==> config.mk <==
export PLATFORM = sky130hd
export DESIGN_NAME = trig_item_combiner
export DESIGN_NICKNAME = d
export VERILOG_FILES = /design/src/rtl/trig_comb_pkg.sv /design/src/rtl/tc_lut_bank.sv /design/src/rtl/tc_cfg_stage.sv /design/src/rtl/tc_item.sv /design/src/rtl/trig_item_combiner.sv
export SDC_FILE = /design/constraint.sdc
export NUM_CORES = 1
export LEC_CHECK = 0
export BUFFER_PORTS_ARGS = -buffer_cell sky130_fd_sc_hd__buf_2
export CAP_MARGIN = 20
export CELL_PAD_IN_SITES_DETAIL_PLACEMENT = 0
export CELL_PAD_IN_SITES_GLOBAL_PLACEMENT = 1
export CORE_MARGIN = 2
export CORE_UTILIZATION = 48
export CTS_BUF_LIST = sky130_fd_sc_hd__clkbuf_4
export DETAILED_ROUTE_END_ITERATION = 8
export GPL_TIMING_DRIVEN = 1
export PLACE_DENSITY = 0.9
export SYNTH_ARGS = -nofsm -noshare
export SYNTH_HDL_FRONTEND = slang
export SYNTH_HIERARCHICAL = 1
export SYNTH_SLANG_ARGS = --single-unit
==> constraint.sdc <==
create_clock -name clk -period 1.9 [get_ports clk]
set_input_delay 0.38 -clock clk [delete_from_list [all_inputs] [get_ports clk]]
set_output_delay 0.38 -clock clk [all_outputs]
set_load 0.1 [all_outputs]
==> src/rtl/trig_comb_pkg.sv <==
// Shared definitions for the trigger item combiner.
// Assumes: the write selector is two bits wide.
package trig_comb_pkg;
    typedef enum logic [1:0] {
        SEL_LUT    = 2'd0,
        SEL_VAL    = 2'd1,
        SEL_CARE   = 2'd2,
        SEL_COMMIT = 2'd3
    } cfg_sel_e;
endpackage

==> src/rtl/tc_lut_bank.sv <==
// Bank of per-condition lookup tables with a registered condition vector.
// Each table reads a fixed group of LUT_IN input bits; condition c uses
// group (c mod number of groups). Assumes N_IN is a multiple of LUT_IN.
module tc_lut_bank
    import trig_comb_pkg::*;
#(
    parameter int N_IN   = 24,
    parameter int N_COND = 16,
    parameter int LUT_IN = 4,
    parameter int IDX_W  = 4,
    parameter int DATA_W = 16
) (
    input  logic              clk,
    input  logic              rst_n,
    input  logic [N_IN-1:0]   in_vec,
    input  logic              wr_en,
    input  logic [1:0]        wr_sel,
    input  logic [IDX_W-1:0]  wr_idx,
    input  logic [DATA_W-1:0] wr_data,
    output logic [N_COND-1:0] cond_q
);
    localparam int DEPTH = 1 << LUT_IN;
    localparam int N_GRP = N_IN / LUT_IN;

    for (genvar c = 0; c < N_COND; c++) begin : g_cond
        localparam int GRP = c % N_GRP;
        logic [DEPTH-1:0]  table_q;
        logic [LUT_IN-1:0] addr;

        assign addr = in_vec[GRP*LUT_IN +: LUT_IN];

        // Load table contents from the write port.
        always_ff @(posedge clk) begin
            if (!rst_n) begin
                table_q <= '0;
            end else if (wr_en && wr_sel == SEL_LUT && wr_idx == IDX_W'(c)) begin
                table_q <= wr_data[DEPTH-1:0];
            end
        end

        // Register the looked-up condition bit (first pipeline stage).
        always_ff @(posedge clk) begin
            if (!rst_n) cond_q[c] <= 1'b0;
            else        cond_q[c] <= table_q[addr];
        end
    end
endmodule

==> src/rtl/tc_cfg_stage.sv <==
// Staging register for one ternary word plus commit decode.
// Value and care are written separately, then a commit strobes one item.
// Assumes commit indices at or above N_ITEM are to be ignored.
module tc_cfg_stage
    import trig_comb_pkg::*;
#(
    parameter int N_COND = 16,
    parameter int N_ITEM = 8,
    parameter int IDX_W  = 4,
    parameter int DATA_W = 16
) (
    input  logic              clk,
    input  logic              rst_n,
    input  logic              wr_en,
    input  logic [1:0]        wr_sel,
    input  logic [IDX_W-1:0]  wr_idx,
    input  logic [DATA_W-1:0] wr_data,
    output logic [N_COND-1:0] stage_val,
    output logic [N_COND-1:0] stage_care,
    output logic [N_ITEM-1:0] commit_en
);
    // Capture staged value and care halves.
    always_ff @(posedge clk) begin
        if (!rst_n) begin
            stage_val  <= '0;
            stage_care <= '0;
        end else if (wr_en && wr_sel == SEL_VAL) begin
            stage_val  <= wr_data[N_COND-1:0];
        end else if (wr_en && wr_sel == SEL_CARE) begin
            stage_care <= wr_data[N_COND-1:0];
        end
    end

    // Decode the commit strobe for each item.
    for (genvar i = 0; i < N_ITEM; i++) begin : g_dec
        assign commit_en[i] = wr_en && (wr_sel == SEL_COMMIT) && (wr_idx == IDX_W'(i));
    end
endmodule

==> src/rtl/tc_item.sv <==
// One trigger item: holds a committed ternary word and registers its match.
// Assumes cond_q is already registered; an empty care mask never matches.
module tc_item #(
    parameter int N_COND = 16
) (
    input  logic              clk,
    input  logic              rst_n,
    input  logic              commit,
    input  logic [N_COND-1:0] stage_val,
    input  logic [N_COND-1:0] stage_care,
    input  logic [N_COND-1:0] cond_q,
    output logic [N_COND-1:0] val_q,
    output logic [N_COND-1:0] care_q,
    output logic              hit_q
);
    logic [N_COND-1:0] miss;
    assign miss = (cond_q ^ val_q) & care_q;

    // Load both halves of the word together on commit.
    always_ff @(posedge clk) begin
        if (!rst_n) begin
            val_q  <= '0;
            care_q <= '0;
        end else if (commit) begin
            val_q  <= stage_val;
            care_q <= stage_care;
        end
    end

    // Register the ternary match result (second pipeline stage).
    always_ff @(posedge clk) begin
        if (!rst_n) hit_q <= 1'b0;
        else        hit_q <= (|care_q) && (miss == '0);
    end
endmodule

==> src/rtl/trig_item_combiner.sv <==
// Top: lookup-table conditions followed by per-item ternary matching.
// Latency from input sample to item output is two register stages.
// Assumes (N_EXT+N_INT) is a multiple of LUT_IN and DATA_W covers both
// a table and a ternary word.
module trig_item_combiner
    import trig_comb_pkg::*;
#(
    parameter int N_EXT  = 20,
    parameter int N_INT  = 4,
    parameter int N_COND = 16,
    parameter int N_ITEM = 8,
    parameter int LUT_IN = 4,
    parameter int IDX_W  = $clog2((N_COND > N_ITEM) ? N_COND : N_ITEM),
    parameter int DATA_W = (N_COND > (1 << LUT_IN)) ? N_COND : (1 << LUT_IN)
) (
    input  logic              clk,
    input  logic              rst_n,
    input  logic [N_EXT-1:0]  ext_in,
    input  logic [N_INT-1:0]  int_in,
    input  logic              wr_en,
    input  logic [1:0]        wr_sel,
    input  logic [IDX_W-1:0]  wr_idx,
    input  logic [DATA_W-1:0] wr_data,
    output logic [N_ITEM-1:0] items
);
    localparam int N_IN = N_EXT + N_INT;

    logic [N_IN-1:0]                in_vec;
    logic [N_COND-1:0]              cond_q;
    logic [N_COND-1:0]              stage_val;
    logic [N_COND-1:0]              stage_care;
    logic [N_ITEM-1:0]              commit_en;
    logic [N_ITEM-1:0][N_COND-1:0]  val_all;
    logic [N_ITEM-1:0][N_COND-1:0]  care_all;

    assign in_vec = {int_in, ext_in};

    tc_lut_bank #(
        .N_IN(N_IN), .N_COND(N_COND), .LUT_IN(LUT_IN),
        .IDX_W(IDX_W), .DATA_W(DATA_W)
    ) u_luts (
        .clk(clk), .rst_n(rst_n), .in_vec(in_vec),
        .wr_en(wr_en), .wr_sel(wr_sel), .wr_idx(wr_idx), .wr_data(wr_data),
        .cond_q(cond_q)
    );

    tc_cfg_stage #(
        .N_COND(N_COND), .N_ITEM(N_ITEM), .IDX_W(IDX_W), .DATA_W(DATA_W)
    ) u_stage (
        .clk(clk), .rst_n(rst_n),
        .wr_en(wr_en), .wr_sel(wr_sel), .wr_idx(wr_idx), .wr_data(wr_data),
        .stage_val(stage_val), .stage_care(stage_care), .commit_en(commit_en)
    );

    for (genvar i = 0; i < N_ITEM; i++) begin : g_item
        tc_item #(.N_COND(N_COND)) u_item (
            .clk(clk), .rst_n(rst_n), .commit(commit_en[i]),
            .stage_val(stage_val), .stage_care(stage_care), .cond_q(cond_q),
            .val_q(val_all[i]), .care_q(care_all[i]), .hit_q(items[i])
        );
    end
endmodule

# Yosys cells after proc, flatten, opt, wreduce, memory -nomap -nowiden
# Cells that the tools add are included.
# classes
add_sub_neg,0
multipliers,0
div_mod_pow,0
magnitude_cmp,6
eq_ne,18
shift,0
mux,32
bitwise,17
reduce_logical,55
# op_table
operator,count
$and A16 B16 Y16,8
$logic_not A16 Y1,8
$reduce_or A16 Y1,8
$xor A16 B16 Y16,8
$bmux W1 S4,16
$logic_and A1 B1 Y1,36
$eq A4 B4 Y1 const B,8
$lt A4 B5 Y1 const B,6
$eq A4 B3 Y1 const B,4
$mux W1,16
$eq A4 B2 Y1 const B,2
$eq A2 B2 Y1 const B,2
$eq A4 B1 Y1 const B,1
$logic_not A4 Y1,1
$eq A2 B1 Y1 const B,1
$logic_not A2 Y1,1
$reduce_and A2 Y1,1
$not A1 Y1,1
# word_totals
reg_bits,568
latchBits,0
ram_bits,0
romBits,0
in_bits,49
mem_count,0

# Longest topological paths before layout
# Gate-level depths: netlist of run 1.
# depth
word_depth,4
mapped_depth,6
ltp_nobuf,4

# Hierarchy
# Netlist of run 1, hierarchy kept.
# modules_own_cells
mod,instances,cells_per_inst,area_per_inst_um2,seq_area_each_um2
tc_lut_bank,1,1059,12250.5,5445.2
tc_item,8,137,1480.2,660.6
tc_cfg_stage,1,135,1311.3,640.6

# Worst setup path after synthesis of run 1
# No wires, ideal clock.
# synth_timing
path_kind,input port to flip-flop
from,input port wr_idx[2]
to,register u_luts.g_cond[0].table_q[10]
arrival_ns,1.923
required_time_ns,1.784
path_slack_ns,-0.139
cell_stages,6
path_buffers,2
cell_sequence,or4b_1 buf_4 nor4_4 buf_6 mux2i_1 nor2b_1
# synth_between
elab_chain_cells,2
# synth_rtl
element,line_no,text
from (decl),trig_item_combiner.sv:22,"input logic [IDX_W-1:0] wr_idx,"
$logic_not A4 Y1,tc_lut_bank.sv:36,end else if (wr_en && wr_sel == SEL_LUT && wr_idx == IDX_W'(c)) begin
$logic_and A1 B1 Y1,tc_lut_bank.sv:36,
to (signal assigned),tc_lut_bank.sv:37,table_q <= wr_data[DEPTH-1:0];
to (decl),tc_lut_bank.sv:27,logic [DEPTH-1:0] table_q;
# Every way passes these cells.
# A chain may end at the register's enable or synchronous reset.

# Worst setup path after layout of run 1
# layout_timing
from,register u_luts.cond_q[7]
to,register g_item[7].u_item.hit_q
# layout_between
elab_chain_cells,4
# layout_rtl
element,line_no,text
from (decl),tc_lut_bank.sv:20,output logic [N_COND-1:0] cond_q
"from (signal, indexed assignment)",tc_lut_bank.sv:44,else cond_q[c] <= table_q[addr];
$xor A16 B16 Y16,tc_item.sv:17,assign miss = (cond_q ^ val_q) & care_q;
$and A16 B16 Y16,tc_item.sv:17,
$logic_not A16 Y1,tc_item.sv:33,else hit_q <= (|care_q) && (miss == '0);
$logic_and A1 B1 Y1,tc_item.sv:33,
to (signal assigned),tc_item.sv:33,
to (decl),tc_item.sv:14,output logic hit_q
# Every way passes these cells.

==> flow_summary.rst, run 1 <==
.. list-table::
   :header-rows: 1

   * - Metric
     - Value
   * - Total power density per cell area
     - 823 nW/um2
   * - Final max-slew violation count
     - 0
   * - Clock insertion delay at the later pin of the skew report
     - 1.01 ns
   * - Top area cells in the synthesized netlist
     - sky130_fd_sc_hd__dfxtp_1, sky130_fd_sc_hd__mux2i_1, sky130_fd_sc_hd__nor2b_1
   * - Worst hold margin
     - 0.0694 ns
   * - Finished Core Util
     - ~56%
   * - Crit-path slowest cell
     - sky130_fd_sc_hd__dfxtp_1
   * - Global route total overflow
     - 0
   * - Cell with the most instances after synthesis
     - sky130_fd_sc_hd__mux2i_1
   * - GPL Wtd Cong
     - 0.856
   * - Starting density of the core
     - 48.4%
   * - Number of hold violations in the final report
     - 0
   * - Yosys Warn Count
     - 6
   * - Fraction of the cycle the final worst path needs
     - 100%
   * - Synthesized netlist cell count
     - 2290
   * - Antenna violation net count after detailed routing
     - 0
   * - Endpoint arrival time on the critical path
     - 2.79 ns
   * - Overall global routing resource usage
     - about a quarter
   * - Leakage
     - ~12 nW
   * - H-tree level count
     - 4
   * - Total power
     - 24.3 mW
   * - Drt initial violations
     - 1196
   * - Maximum ir drop on the vdd rail
     - 554 uV
   * - Core footprint
     - ~52000 um2
   * - Top-level I/O count
     - 57
   * - Count of maximum capacitance violations
     - 0
   * - FP Rows
     - 84
   * - Kind of critical path
     - flip-flop to flip-flop
   * - Area growth, synth to finish
     - 16.3%
   * - Post-synth EDFFs
     - 0
   * - Min cycle time layout
     - 1.90 ns
   * - Cell taking the most area after synthesis
     - sky130_fd_sc_hd__dfxtp_1
   * - #FFs+latches synth
     - 568
   * - Critical path's largest stage delay
     - 0.57 ns
   * - Maximum buffer depth of the clock tree
     - 3
   * - Hold WC Path Type
     - input port to flip-flop
   * - Clock tree from TritonCTS
     - yes
   * - Placement-stage worst setup slack
     - -0.0987 ns
   * - Worst setup SP type
     - flip-flop
   * - Vias/cell
     - 5.44
   * - Synth cell count leaders
     - sky130_fd_sc_hd__mux2i_1, sky130_fd_sc_hd__dfxtp_1, sky130_fd_sc_hd__nor2b_1, sky130_fd_sc_hd__xor2_1, sky130_fd_sc_hd__clkbuf_1
   * - Drt drc
     - 0
   * - First-pass GRT wire length
     - 103000 um
   * - Net count of the mapped netlist
     - about 2300
   * - Die Y
     - ~230 um
   * - Worst reg2reg setup slack
     - 0.0008 ns
   * - Die ar.
     - 54800 um2
   * - Number of distinct standard cells referenced by the synthesized netlist
     - 43
   * - Ys async rst share
     - 0%
   * - Worst slew margin relative to its limit
     - 54.2%
   * - Hold Path Cell Cnt
     - 5
   * - Cell chosen for the clock root
     - sky130_fd_sc_hd__clkbuf_4
   * - Net count, final
     - 2535
   * - CTS sink count
     - between 500 and 600
   * - Crit end category
     - flip-flop
   * - Cell area after synthesis
     - 25400 um2
   * - Top FF cell, synth
     - sky130_fd_sc_hd__dfxtp_1
   * - Fraction of layout cells with a size suffix above 1
     - 18.5%
   * - Largest clock skew in the final design
     - 0.0619 ns
   * - Cell Chain, Critical Path
     - xor2_1, a22oi_1, nand4_1, nor3_2
   * - Maximum clock frequency
     - 0.527 GHz
   * - Port Buffer Count
     - between 50 and 60
   * - Drt total wl
     - between 60000 and 70000 um
   * - Final setup slack of the worst path
     - roughly 0.00084 ns
   * - Clock transition at the registers of the reported paths
     - 0.06 ns
   * - Outcome
     - completed
   * - Actual slew at the worst max-slew pin
     - 0.687 ns
   * - Synthesized area per cell
     - 11.1 um2
   * - CTS buffer count
     - 151
   * - Antenna violations before repair
     - 9
   * - Vias in the first global route
     - around 18000
   * - Total half-perimeter wirelength after legalization and detailed placement
     - 44300 um
   * - Average routed wire per standard cell
     - 20.6 um
   * - Finish-stage setup viols
     - 0
   * - Crit-path max FO
     - 7
   * - Fraction of the yosys area taken by sequential cells
     - 44.8%
   * - Pin count of the biggest net entering global routing
     - 104
   * - Post-synth top area share
     - 44.8%
   * - Data required time at the worst endpoint
     - 2.79 ns
   * - Setup repair after global routing missed its margin
     - true
   * - DRT Pass-1 Iters
     - 6
   * - R2R depth
     - 4
   * - X dimension of the die
     - 234 um
   * - Total via count in the routed design
     - 17837
[stage by stage]
stage | setup TNS, ns | std cells | area (um2)
2_1_floorplan | -1.75 | 2290 | 25400
3_5_place_dp | -4.56 | 2982 | 27100
6_report | 0 | 3278 | 29500
3_3_place_gp | -0.110 | 2982 | 27100
4_1_cts | -0.433 | 3275 | 29500
5_1_grt | -0.0783 | 3278 | 29500
[final timing paths]
kind / to / startpoint
hold reg to reg: u_luts/g_cond[3].table_q[6]$_SDFFE_PN0P_ / u_luts/g_cond[3].table_q[6]$_SDFFE_PN0P_
setup / recovery: g_item[7].u_item/hit_q$_SDFF_PN0_ / u_luts/cond_q[7]$_SDFF_PN0_
hold / removal: g_item[4].u_item/val_q[4]$_SDFFE_PN0P_ / wr_idx[3]
setup reg to reg: g_item[7].u_item/hit_q$_SDFF_PN0_ / u_luts/cond_q[7]$_SDFF_PN0_
[sequential cells by signal, indices dropped and copies added, names as in the netlist]
name,flops
u_luts/g_cond.table_q,256
g_item.u_item/care_q,128
g_item.u_item/val_q,128
u_luts/cond_q,16
u_stage/stage_care,16
u_stage/stage_val,16
g_item.u_item/hit_q,8
[critical path: cells and delay by family, from the launching register on]
kind,cells,cell delay (ns)
flops,1,0.57
xor+xnor,1,0.12
simple gates,2,0.62
compound gates,1,0.50
[cells by family (layout without fill, tap and decap cells)]
family	Yosys count	count (layout)	synth area share, %
flip-flops	568	568	44.8
XOR/XNOR	128	128	4.41
multiplexers	636	636	27.8
AND/OR/NAND/NOR	706	706	17.2
AO/OA/AOI/OAI	88	88	2.60
buffers and inverters	164	462	3.25
other	0	2	0
[cell type report]
| type | count | area (um2) |
|---|---|---|
| inverter | 9 | 33.8 |
| multi-input combinational | 1558 | 13300 |
| clock buffer | 212 | 1590 |
| sequential | 568 | 11400 |
| clock inverter | 43 | 334 |
| tap | 688 | 861 |
| timing repair buffer | 198 | 2050 |
| fill | 4390 | 22900 |
| antenna | 2 | 5.00 |
[layer usage]
layer  track usage [%]  share of wire, %
met1              31.5                44
met2              40.4                47
met3              5.35               5.5
met4              10.9               2.7
met5                 0              0.11
[cells in the final DEF, fill, tap and decap left out, drive strengths merged, types with 2 or more instances in the layout]
master,n
dlygate4sd3,37
nand3b,2
mux4,56
nand2,64
clkbuf,214
nor3,18
a21oi,2
bufinv,6
buf,159
xor2,128
a32oi,3
nand2b,6
a222oi,8
nor4,38
mux2,2
inv,13
nor2,4
o21ai,5
diode,2
dfxtp,568
o211ai,3
clkinv,32
o22ai,8
nor2b,520
nand3,13
nand4,33
a21boi,8
mux2i,578
a22oi,49
[power by group]
group | total [mW] | switching (mW) | internal, mW
combinational | 1.27 | 0.711 | 0.555
sequential | 12.1 | 0.111 | 12.0
clock | 11.0 | 5.03 | 5.93
total | 24.3 | 5.85 | 18.4
[what timing repair did]
action,in CTS,in global routing
hold buffers,38,0
endpoints found under the setup margin,8,5
endpoints found under the hold margin,457,0
resized for setup,41,4
buffers inserted,0,0
gates cloned,0,1
(Power assumes the default switching activity.)
==> run 2, diff against run 1 <==
CORE_MARGIN = default   (was 2)
==> flow_summary.rst, run 2 (synthesis gave the netlist of run 1 again) <==
.. list-table::
   :header-rows: 1

   * - Metric
     - Value
   * - Min cycle time layout
     - 1.93 ns (was 1.90 ns)
   * - Vias in the first global route
     - 18528 (was 18165)
   * - Sum of buffers and inverters on the critical path
     - 1 (was 0)
   * - Core footprint
     - 51800 um2 (was 52400 um2)
   * - Most common library cell in the layout ignoring fill and taps
     - sky130_fd_sc_hd__mux2i_1 (unchanged)
   * - GPL Wtd Cong
     - 0.866 (was 0.856)
   * - Crit end category
     - output pin (was flip-flop)
   * - CTS sink count
     - 568 (unchanged)
   * - Number of hold violations in the final report
     - 0 (unchanged)
   * - First-pass GRT wire length
     - 105000 um (was 103000 um)
   * - Startpoint of the most critical hold path
     - wr_idx[3] (unchanged)
   * - Actual slew at the worst max-slew pin
     - 0.747 ns (was 0.687 ns)
   * - Clock insertion delay at the later pin of the skew report
     - 1.00 ns (was 1.01 ns)
   * - Registers with the most flip-flops
     - u_luts/g_cond.table_q: 256 flops, g_item.u_item/care_q: 128 flops, g_item.u_item/val_q: 128 flops (unchanged)
   * - Flip-flop count of the largest register after layout
     - 256 (unchanged)
   * - Worst hold margin
     - 0.0965 ns (was 0.0694 ns)
   * - Total power density per cell area
     - 812 nW/um2 (was 823 nW/um2)
   * - Kind of critical path
     - flip-flop to output pin (was flip-flop to flip-flop)
   * - Drt drc
     - 0 (unchanged)
   * - Cell Chain, Critical Path
     - buf_12 (was xor2_1, a22oi_1, nand4_1, nor3_2)
   * - Overall global routing resource usage
     - 25.6% (was 24.8%)
   * - Maximum clock frequency
     - 0.519 GHz (was 0.527 GHz)
   * - Finished Core Util
     - 57.0% (was 56.3%)
   * - Fraction of layout cells with a size suffix above 1
     - 19.4% (was 18.5%)
   * - Drt total wl
     - 67800 um (was 67600 um)
   * - Average routed wire per standard cell
     - 20.7 um (was 20.6 um)
   * - Sequential cell area
     - 11400 um2 (about the same)
   * - Maximum buffer depth of the clock tree
     - 3 (unchanged)
   * - Fraction of the cycle the final worst path needs
     - 101% (was 100%)
   * - Pin count of the biggest net entering global routing
     - 103 (was 104)
   * - Worst slew margin relative to its limit
     - 49.8% (was 54.2%)
   * - Launch point of the worst path
     - g_item[0].u_item/hit_q$_SDFF_PN0_ (was u_luts/cond_q[7]$_SDFF_PN0_)
   * - Worst setup SP type
     - flip-flop (unchanged)
   * - Antenna violation net count after detailed routing
     - 0 (unchanged)
   * - Cell Int Power
     - 18.3 mW (was 18.4 mW)
   * - X dimension of the die
     - 232 um (was 234 um)
   * - Starting density of the core
     - 49.0% (was 48.4%)
   * - Fraction of power spent switching nets
     - 23.9% (was 24.1%)
   * - Vias/cell
     - 5.47 (was 5.44)
   * - Hold WC Path Type
     - input port to flip-flop (unchanged)
   * - Proportion of power drawn by flip-flops and latches
     - 50.4% (was 49.7%)
   * - DRT Pass-1 Iters
     - 5 (was 6)
   * - Outcome
     - finished with violations (was completed)
   * - Drt initial violations
     - 1190 (was 1196)
   * - Largest clock skew in the final design
     - 0.0615 ns (was 0.0619 ns)
   * - Antenna violations before repair
     - 7 (was 9)
   * - Final setup slack of the worst path
     - -0.0283 ns (was 0.000841 ns)
   * - Port Buffer Count
     - 56 (unchanged)
   * - Total power
     - 24.0 mW (was 24.3 mW)
   * - Finish-stage setup viols
     - 2 (was 0)
   * - Total half-perimeter wirelength after legalization and detailed placement
     - 44600 um (was 44300 um)
   * - Area of combinational cells with multiple inputs
     - 13300 um2 (about the same)
   * - Cell total after placement
     - 2990 (was 2982)
   * - Crit-path max FO
     - 1 (was 7)
   * - Count of maximum capacitance violations
     - 0 (unchanged)
   * - Die Y
     - 232 um (was 234 um)
   * - Data required time at the worst endpoint
     - 1.52 ns (was 2.79 ns)
   * - Register bank with the most flops
     - u_luts/g_cond.table_q (unchanged)
   * - Number of standard cells in the layout, taps in and fillers out
     - 3274 (was 3278)
   * - Total via count in the routed design
     - 17894 (was 17837)
   * - Leakage
     - 11.7 nW (about the same)
   * - Clock tree from TritonCTS
     - yes (unchanged)
   * - Global route total overflow
     - 0 (unchanged)
   * - Part of the power in combinational logic
     - 5.3% (was 5.2%)
   * - FP Rows
     - 83 (was 84)
   * - Die ar.
     - 53800 um2 (was 54800 um2)
   * - Net count, final
     - 2547 (was 2535)
   * - Total negative slack for setup checks
     - -0.0382 ns (was 0 ns)
   * - Final max-slew violation count
     - 0 (unchanged)
   * - CTS buffer count
     - 148 (was 151)
   * - Critical path's largest stage delay
     - 0.39 ns (was 0.57 ns)
   * - Crit-path slowest cell
     - sky130_fd_sc_hd__dfxtp_4 (was sky130_fd_sc_hd__dfxtp_1)
   * - Commonest cells after routing, fill and taps aside
     - sky130_fd_sc_hd__mux2i_1, sky130_fd_sc_hd__dfxtp_1, sky130_fd_sc_hd__nor2b_1 (unchanged)
   * - Switch Pwr
     - 5.72 mW (was 5.85 mW)
   * - H-tree level count
     - 4 (unchanged)
   * - Clock share of power
     - 44.3% (was 45.1%)
   * - Top-level I/O count
     - 57 (unchanged)
   * - Cell chosen for the clock root
     - sky130_fd_sc_hd__clkbuf_4 (unchanged)
   * - Post-CTS setup buffer count
     - 0 (unchanged)
   * - Endpoint arrival time on the critical path
     - 1.55 ns (was 2.79 ns)
   * - Area growth, synth to finish
     - 16.3% (about the same)
   * - Dominant delay contributor by cell family on the critical path
     - flip-flops (was simple AND/OR/NAND/NOR gates)
   * - Maximum ir drop on the vdd rail
     - 509 uV (was 554 uV)
   * - Clock transition at the registers of the reported paths
     - 0.06 ns (about the same)
   * - RR Startpoint
     - u_luts/g_cond[12].table_q[5]$_SDFFE_PN0P_ (was u_luts/cond_q[7]$_SDFF_PN0_)
   * - Setup repair after global routing missed its margin
     - true (unchanged)
   * - Filler Cells Inserted
     - 4330 (was 4390)
   * - Violated checks
     - setup timing
[run 2: changes by cell type in the layout (fill, tap and decap cells not counted), moves of 2 or more]
cell,delta
sky130_fd_sc_hd__diode_2,+3
sky130_fd_sc_hd__dfxtp_2,-2
sky130_fd_sc_hd__buf_12,-2
sky130_fd_sc_hd__clkinv_1,-21
sky130_fd_sc_hd__clkbuf_4,+14
sky130_fd_sc_hd__dfxtp_4,+2
sky130_fd_sc_hd__inv_2,-2
sky130_fd_sc_hd__buf_4,+17
sky130_fd_sc_hd__bufinv_16,-3
[run 2: final cells by class]
type                    count  share of cell area (%)
diodes                      5                  0.0424
clock buffers             226                    5.74
clock inverters            15                   0.487
inverters                   9                   0.114
multi-input cells        1558                    45.0
flip-flops and latches    568                    38.5
well taps                 680                    2.88
repair buffers            213                    7.23
[run 2: per-stage QoR]
stage | cell area (um2) | worst slack (ns)
CTS | 29500 | -0.107
finish | 29500 | -0.0283
global placement | 27200 | -0.0171
global route | 29500 | -0.102
detailed placement | 27200 | -0.0495
floorplan | 25400 | -0.118
[run 2: what timing repair did]
item / CTS / global route
hold buffers: 39 / 0
gates resized for setup: 42 / 3
endpoints found under the setup margin: 8 / 9
hold endpoints to repair: 345 / 0
[run 2: power groups by stage]
stage	Sequential [mW]	Combinational (mW)	Clock [mW]
3_3_place_gp	12.3	1.18	0
6_report	12.1	1.27	10.6
2_1_floorplan	12.3	0.703	0
5_1_grt	12.1	1.33	11.6
4_1_cts	12.1	1.26	10.9
3_5_place_dp	12.3	1.20	0
[run 2: routing by layer]
layer  part of all wire [%]  GRT usage, %  vias up
li1                       -             -     8476
met1                     43          32.2     8707
met2                     46          41.1      542
met3                    6.3          5.84      163
met4                    4.3          13.1        6
met5                  0.050             0        -
[run 2: final timing paths]
kind / slack, ns / depth (start not counted) / to
hold / removal: 0.1 / 5 / g_item[0].u_item/care_q[9]$_SDFFE_PN0P_
hold reg to reg: 0.51 / 2 / u_luts/g_cond[5].table_q[12]$_SDFFE_PN0P_
setup / recovery: -0.03 / 1 / items[0]
setup reg to reg: 0.08 / 4 / u_luts/cond_q[12]$_SDFF_PN0_
==> run 3, diff against run 2 <==
CORE_ASPECT_RATIO = 0.75   (was default)
==> flow_summary.rst, run 3 (synthesis gave the netlist of run 1 again) <==
.. list-table::
   :header-rows: 1

   * - Metric
     - Value
   * - Leakage
     - 11.5 nW (was 11.7 nW)
   * - Port Buffer Count
     - 56 (unchanged)
   * - Largest clock skew in the final design
     - 0.0722 ns (was 0.0615 ns)
   * - Outcome
     - completed (was finished with violations)
   * - Launch point of the worst path
     - g_item[6].u_item/hit_q$_SDFF_PN0_ (was g_item[0].u_item/hit_q$_SDFF_PN0_)
   * - Net count, final
     - 2519 (was 2547)
   * - Average routed wire per standard cell
     - 21.4 um (was 20.7 um)
   * - Crit end category
     - output pin (unchanged)
   * - Critical path's largest stage delay
     - 0.34 ns (was 0.39 ns)
   * - Fraction of layout cells with a size suffix above 1
     - 18.4% (was 19.4%)
   * - Vias/cell
     - 5.50 (was 5.47)
   * - Number of standard cells in the layout, taps in and fillers out
     - 3270 (was 3274)
   * - Cell total after placement
     - 3005 (was 2990)
   * - Maximum ir drop on the vdd rail
     - 542 uV (was 509 uV)
   * - Kind of critical path
     - flip-flop to output pin (unchanged)
   * - CTS buffer count
     - 140 (was 148)
   * - Cell chosen for the clock root
     - sky130_fd_sc_hd__clkbuf_4 (unchanged)
   * - Total via count in the routed design
     - 17987 (was 17894)
   * - First-pass GRT wire length
     - 106000 um (was 105000 um)
   * - Finished Core Util
     - 56.2% (was 57.0%)
   * - RR Startpoint
     - u_luts/cond_q[14]$_SDFF_PN0_ (was u_luts/g_cond[12].table_q[5]$_SDFFE_PN0P_)
   * - Endpoint arrival time on the critical path
     - 1.44 ns (was 1.55 ns)
   * - Antenna violations before repair
     - 8 (was 7)
   * - Worst setup SP type
     - flip-flop (unchanged)
   * - Registers with the most flip-flops
     - u_luts/g_cond.table_q: 256 flops, g_item.u_item/care_q: 128 flops, g_item.u_item/val_q: 128 flops (unchanged)
   * - Hold Path Cell Cnt
     - 3 (was 5)
   * - Most common library cell in the layout ignoring fill and taps
     - sky130_fd_sc_hd__mux2i_1 (unchanged)
   * - Crit-path slowest cell
     - sky130_fd_sc_hd__dfxtp_2 (was sky130_fd_sc_hd__dfxtp_4)
   * - Filler Cells Inserted
     - 4482 (was 4330)
   * - Number of hold violations in the final report
     - 0 (unchanged)
   * - Core footprint
     - 51900 um2 (was 51800 um2)
   * - CTS sink count
     - 568 (unchanged)
   * - Clock tree from TritonCTS
     - yes (unchanged)
   * - Startpoint of the most critical hold path
     - wr_data[13] (was wr_idx[3])
   * - Worst reg2reg setup slack
     - 0.10 ns (was 0.08 ns)
   * - Clock transition at the registers of the reported paths
     - 0.07 ns (was 0.06 ns)
   * - X dimension of the die
     - 268 um (was 232 um)
   * - Pin count of the biggest net entering global routing
     - 97 (was 103)
   * - Clock insertion delay at the later pin of the skew report
     - 0.93 ns (was 1.00 ns)
   * - Vias in the first global route
     - 17867 (was 18528)
   * - Dominant delay contributor by cell family on the critical path
     - flip-flops (unchanged)
   * - Drt drc
     - 0 (unchanged)
   * - Data required time at the worst endpoint
     - 1.52 ns (about the same)
   * - Count of maximum capacitance violations
     - 0 (unchanged)
   * - Worst slew margin relative to its limit
     - 55.4% (was 49.8%)
   * - Total half-perimeter wirelength after legalization and detailed placement
     - 46100 um (was 44600 um)
   * - Die ar.
     - 53900 um2 (was 53800 um2)
   * - Drt total wl
     - 69800 um (was 67800 um)
   * - R2R depth
     - 6 (was 4)
   * - Flip-flop count of the largest register after layout
     - 256 (unchanged)
   * - Fraction of the cycle the final worst path needs
     - 95.8% (was 101%)
   * - Maximum clock frequency
     - 0.549 GHz (was 0.519 GHz)
   * - R2r endpoint
     - g_item[0].u_item/hit_q$_SDFF_PN0_ (was u_luts/cond_q[12]$_SDFF_PN0_)
   * - H-tree level count
     - 4 (unchanged)
   * - Finish-stage setup viols
     - 0 (was 2)
   * - Drt initial violations
     - 1430 (was 1190)
   * - DRT Pass-1 Iters
     - 5 (unchanged)
   * - Commonest cells after routing, fill and taps aside
     - sky130_fd_sc_hd__mux2i_1, sky130_fd_sc_hd__dfxtp_1, sky130_fd_sc_hd__nor2b_1 (unchanged)
   * - Min cycle time layout
     - 1.82 ns (was 1.93 ns)
   * - Area growth, synth to finish
     - 14.9% (was 16.3%)
   * - Total power density per cell area
     - 806 nW/um2 (was 812 nW/um2)
   * - FP Rows
     - 72 (was 83)
   * - Maximum buffer depth of the clock tree
     - 3 (unchanged)
   * - Actual slew at the worst max-slew pin
     - 0.669 ns (was 0.747 ns)
   * - Crit-path max FO
     - 1 (unchanged)
   * - Top-level I/O count
     - 57 (unchanged)
   * - Hold WC Path Type
     - input port to flip-flop (unchanged)
   * - Cell Chain, Critical Path
     - buf_12 (unchanged)
   * - GPL Wtd Cong
     - 0.888 (was 0.866)
   * - Die Y
     - 201 um (was 232 um)
   * - Global route total overflow
     - 0 (unchanged)
   * - Overall global routing resource usage
     - 25.7% (was 25.6%)
   * - Sum of buffers and inverters on the critical path
     - 1 (unchanged)
   * - Register bank with the most flops
     - u_luts/g_cond.table_q (unchanged)
   * - Starting density of the core
     - 49.0% (about the same)
   * - Antenna violation net count after detailed routing
     - 0 (unchanged)
   * - Final max-slew violation count
     - 0 (unchanged)
   * - Destination of the worst hold path
     - u_stage/stage_val[13]$_SDFFE_PN0P_ (was g_item[0].u_item/care_q[9]$_SDFFE_PN0P_)
==> run 3: cell count changes in the layout (fill, tap and decap cells not counted), moves of 2 or more <==
| cell | change |
|---|---|
| sky130_fd_sc_hd__buf_12 | -10 |
| sky130_fd_sc_hd__clkbuf_4 | -33 |
| sky130_fd_sc_hd__clkinv_1 | +9 |
| sky130_fd_sc_hd__clkinv_2 | +5 |
| sky130_fd_sc_hd__dfxtp_2 | +2 |
| sky130_fd_sc_hd__dfxtp_4 | -2 |
| sky130_fd_sc_hd__diode_2 | +6 |
| sky130_fd_sc_hd__dlygate4sd3_1 | -13 |
| sky130_fd_sc_hd__inv_2 | +4 |
==> run 3: worst max path at each step <==
| stage | slack, ns | to | depth (start not counted) |
|---|---|---|---|
| final | 0.08 | items[6] | 1 |
| after CTS | 0.001 | items[0] | 1 |
| after global placement | -0.03 | u_luts/g_cond[0].table_q[13]$_SDFFE_PN0P_ | 6 |
| after global routing | -0.02 | items[7] | 1 |
| after floorplan | -0.12 | u_luts/g_cond[0].table_q[10]$_SDFFE_PN0P_ | 6 |
| after detailed placement | -0.09 | u_luts/g_cond[15].table_q[8]$_SDFFE_PN0P_ | 8 |
==> run 3: metrics by stage <==
stage | worst slack (ns) | TNS, ns | total power [mW] | hold WS, ns | cell area, um2
final | 0.0798 | 0 | 23.5 | 0.0445 | 29200
after global routing | -0.0173 | -0.0445 | 24.4 | -0.00378 | 29200
after CTS | 0.00113 | 0 | 23.7 | 0.00102 | 29100
after detailed placement | -0.0902 | -7.03 | 13.5 | 0.500 | 27000
after global placement | -0.0344 | -0.402 | 13.5 | 0.490 | 27000
after floorplan | -0.118 | -1.75 | 13.0 | 0.471 | 25400
==> run 3: per-layer routing <==
metal	up-vias	share of wire, %	global-route usage, %
met3	118	7.8	6.66
met4	0	2.0	7.67
met2	562	42	37.2
met5	-	0	0
li1	8410	-	-
met1	8897	48	37.4
==> run 3: where the power goes <==
group	leakage [nW]	switching, mW	internal [mW]
clock	1.02	4.97	5.21
combinational	5.90	0.722	0.529
sequential	4.58	0.125	12.0
==> run 3: worst min-delay path, delay by kind of cell <==
kind | cells | cell delay [ns]
buffers and inverters | 1 | 0.29
AND/OR/NAND/NOR | 1 | 0.17
multiplexers | 1 | 0.07
==> run 3: cell type report <==
| cell class | instances | area [um2] | area share, % |
|---|---|---|---|
| Antenna cell | 11 | 27.5 | 0.0943 |
| Clock buffer | 193 | 1450 | 4.97 |
| Clock inverter | 35 | 255 | 0.875 |
| Inverter | 9 | 33.8 | 0.116 |
| Multi-Input combinational cell | 1558 | 13300 | 45.5 |
| Sequential cell | 568 | 11400 | 39.0 |
| Tap cell | 703 | 880 | 3.01 |
| Timing Repair Buffer | 193 | 1880 | 6.43 |
==> run 3: repair_timing <==
item	CTS	global route
endpoints found under the hold margin	73	0
setup buffers	0	0
cloned	0	1
resized for setup	27	12
hold buffers	25	0
endpoints found under the setup margin	8	9
pin swaps	0	0
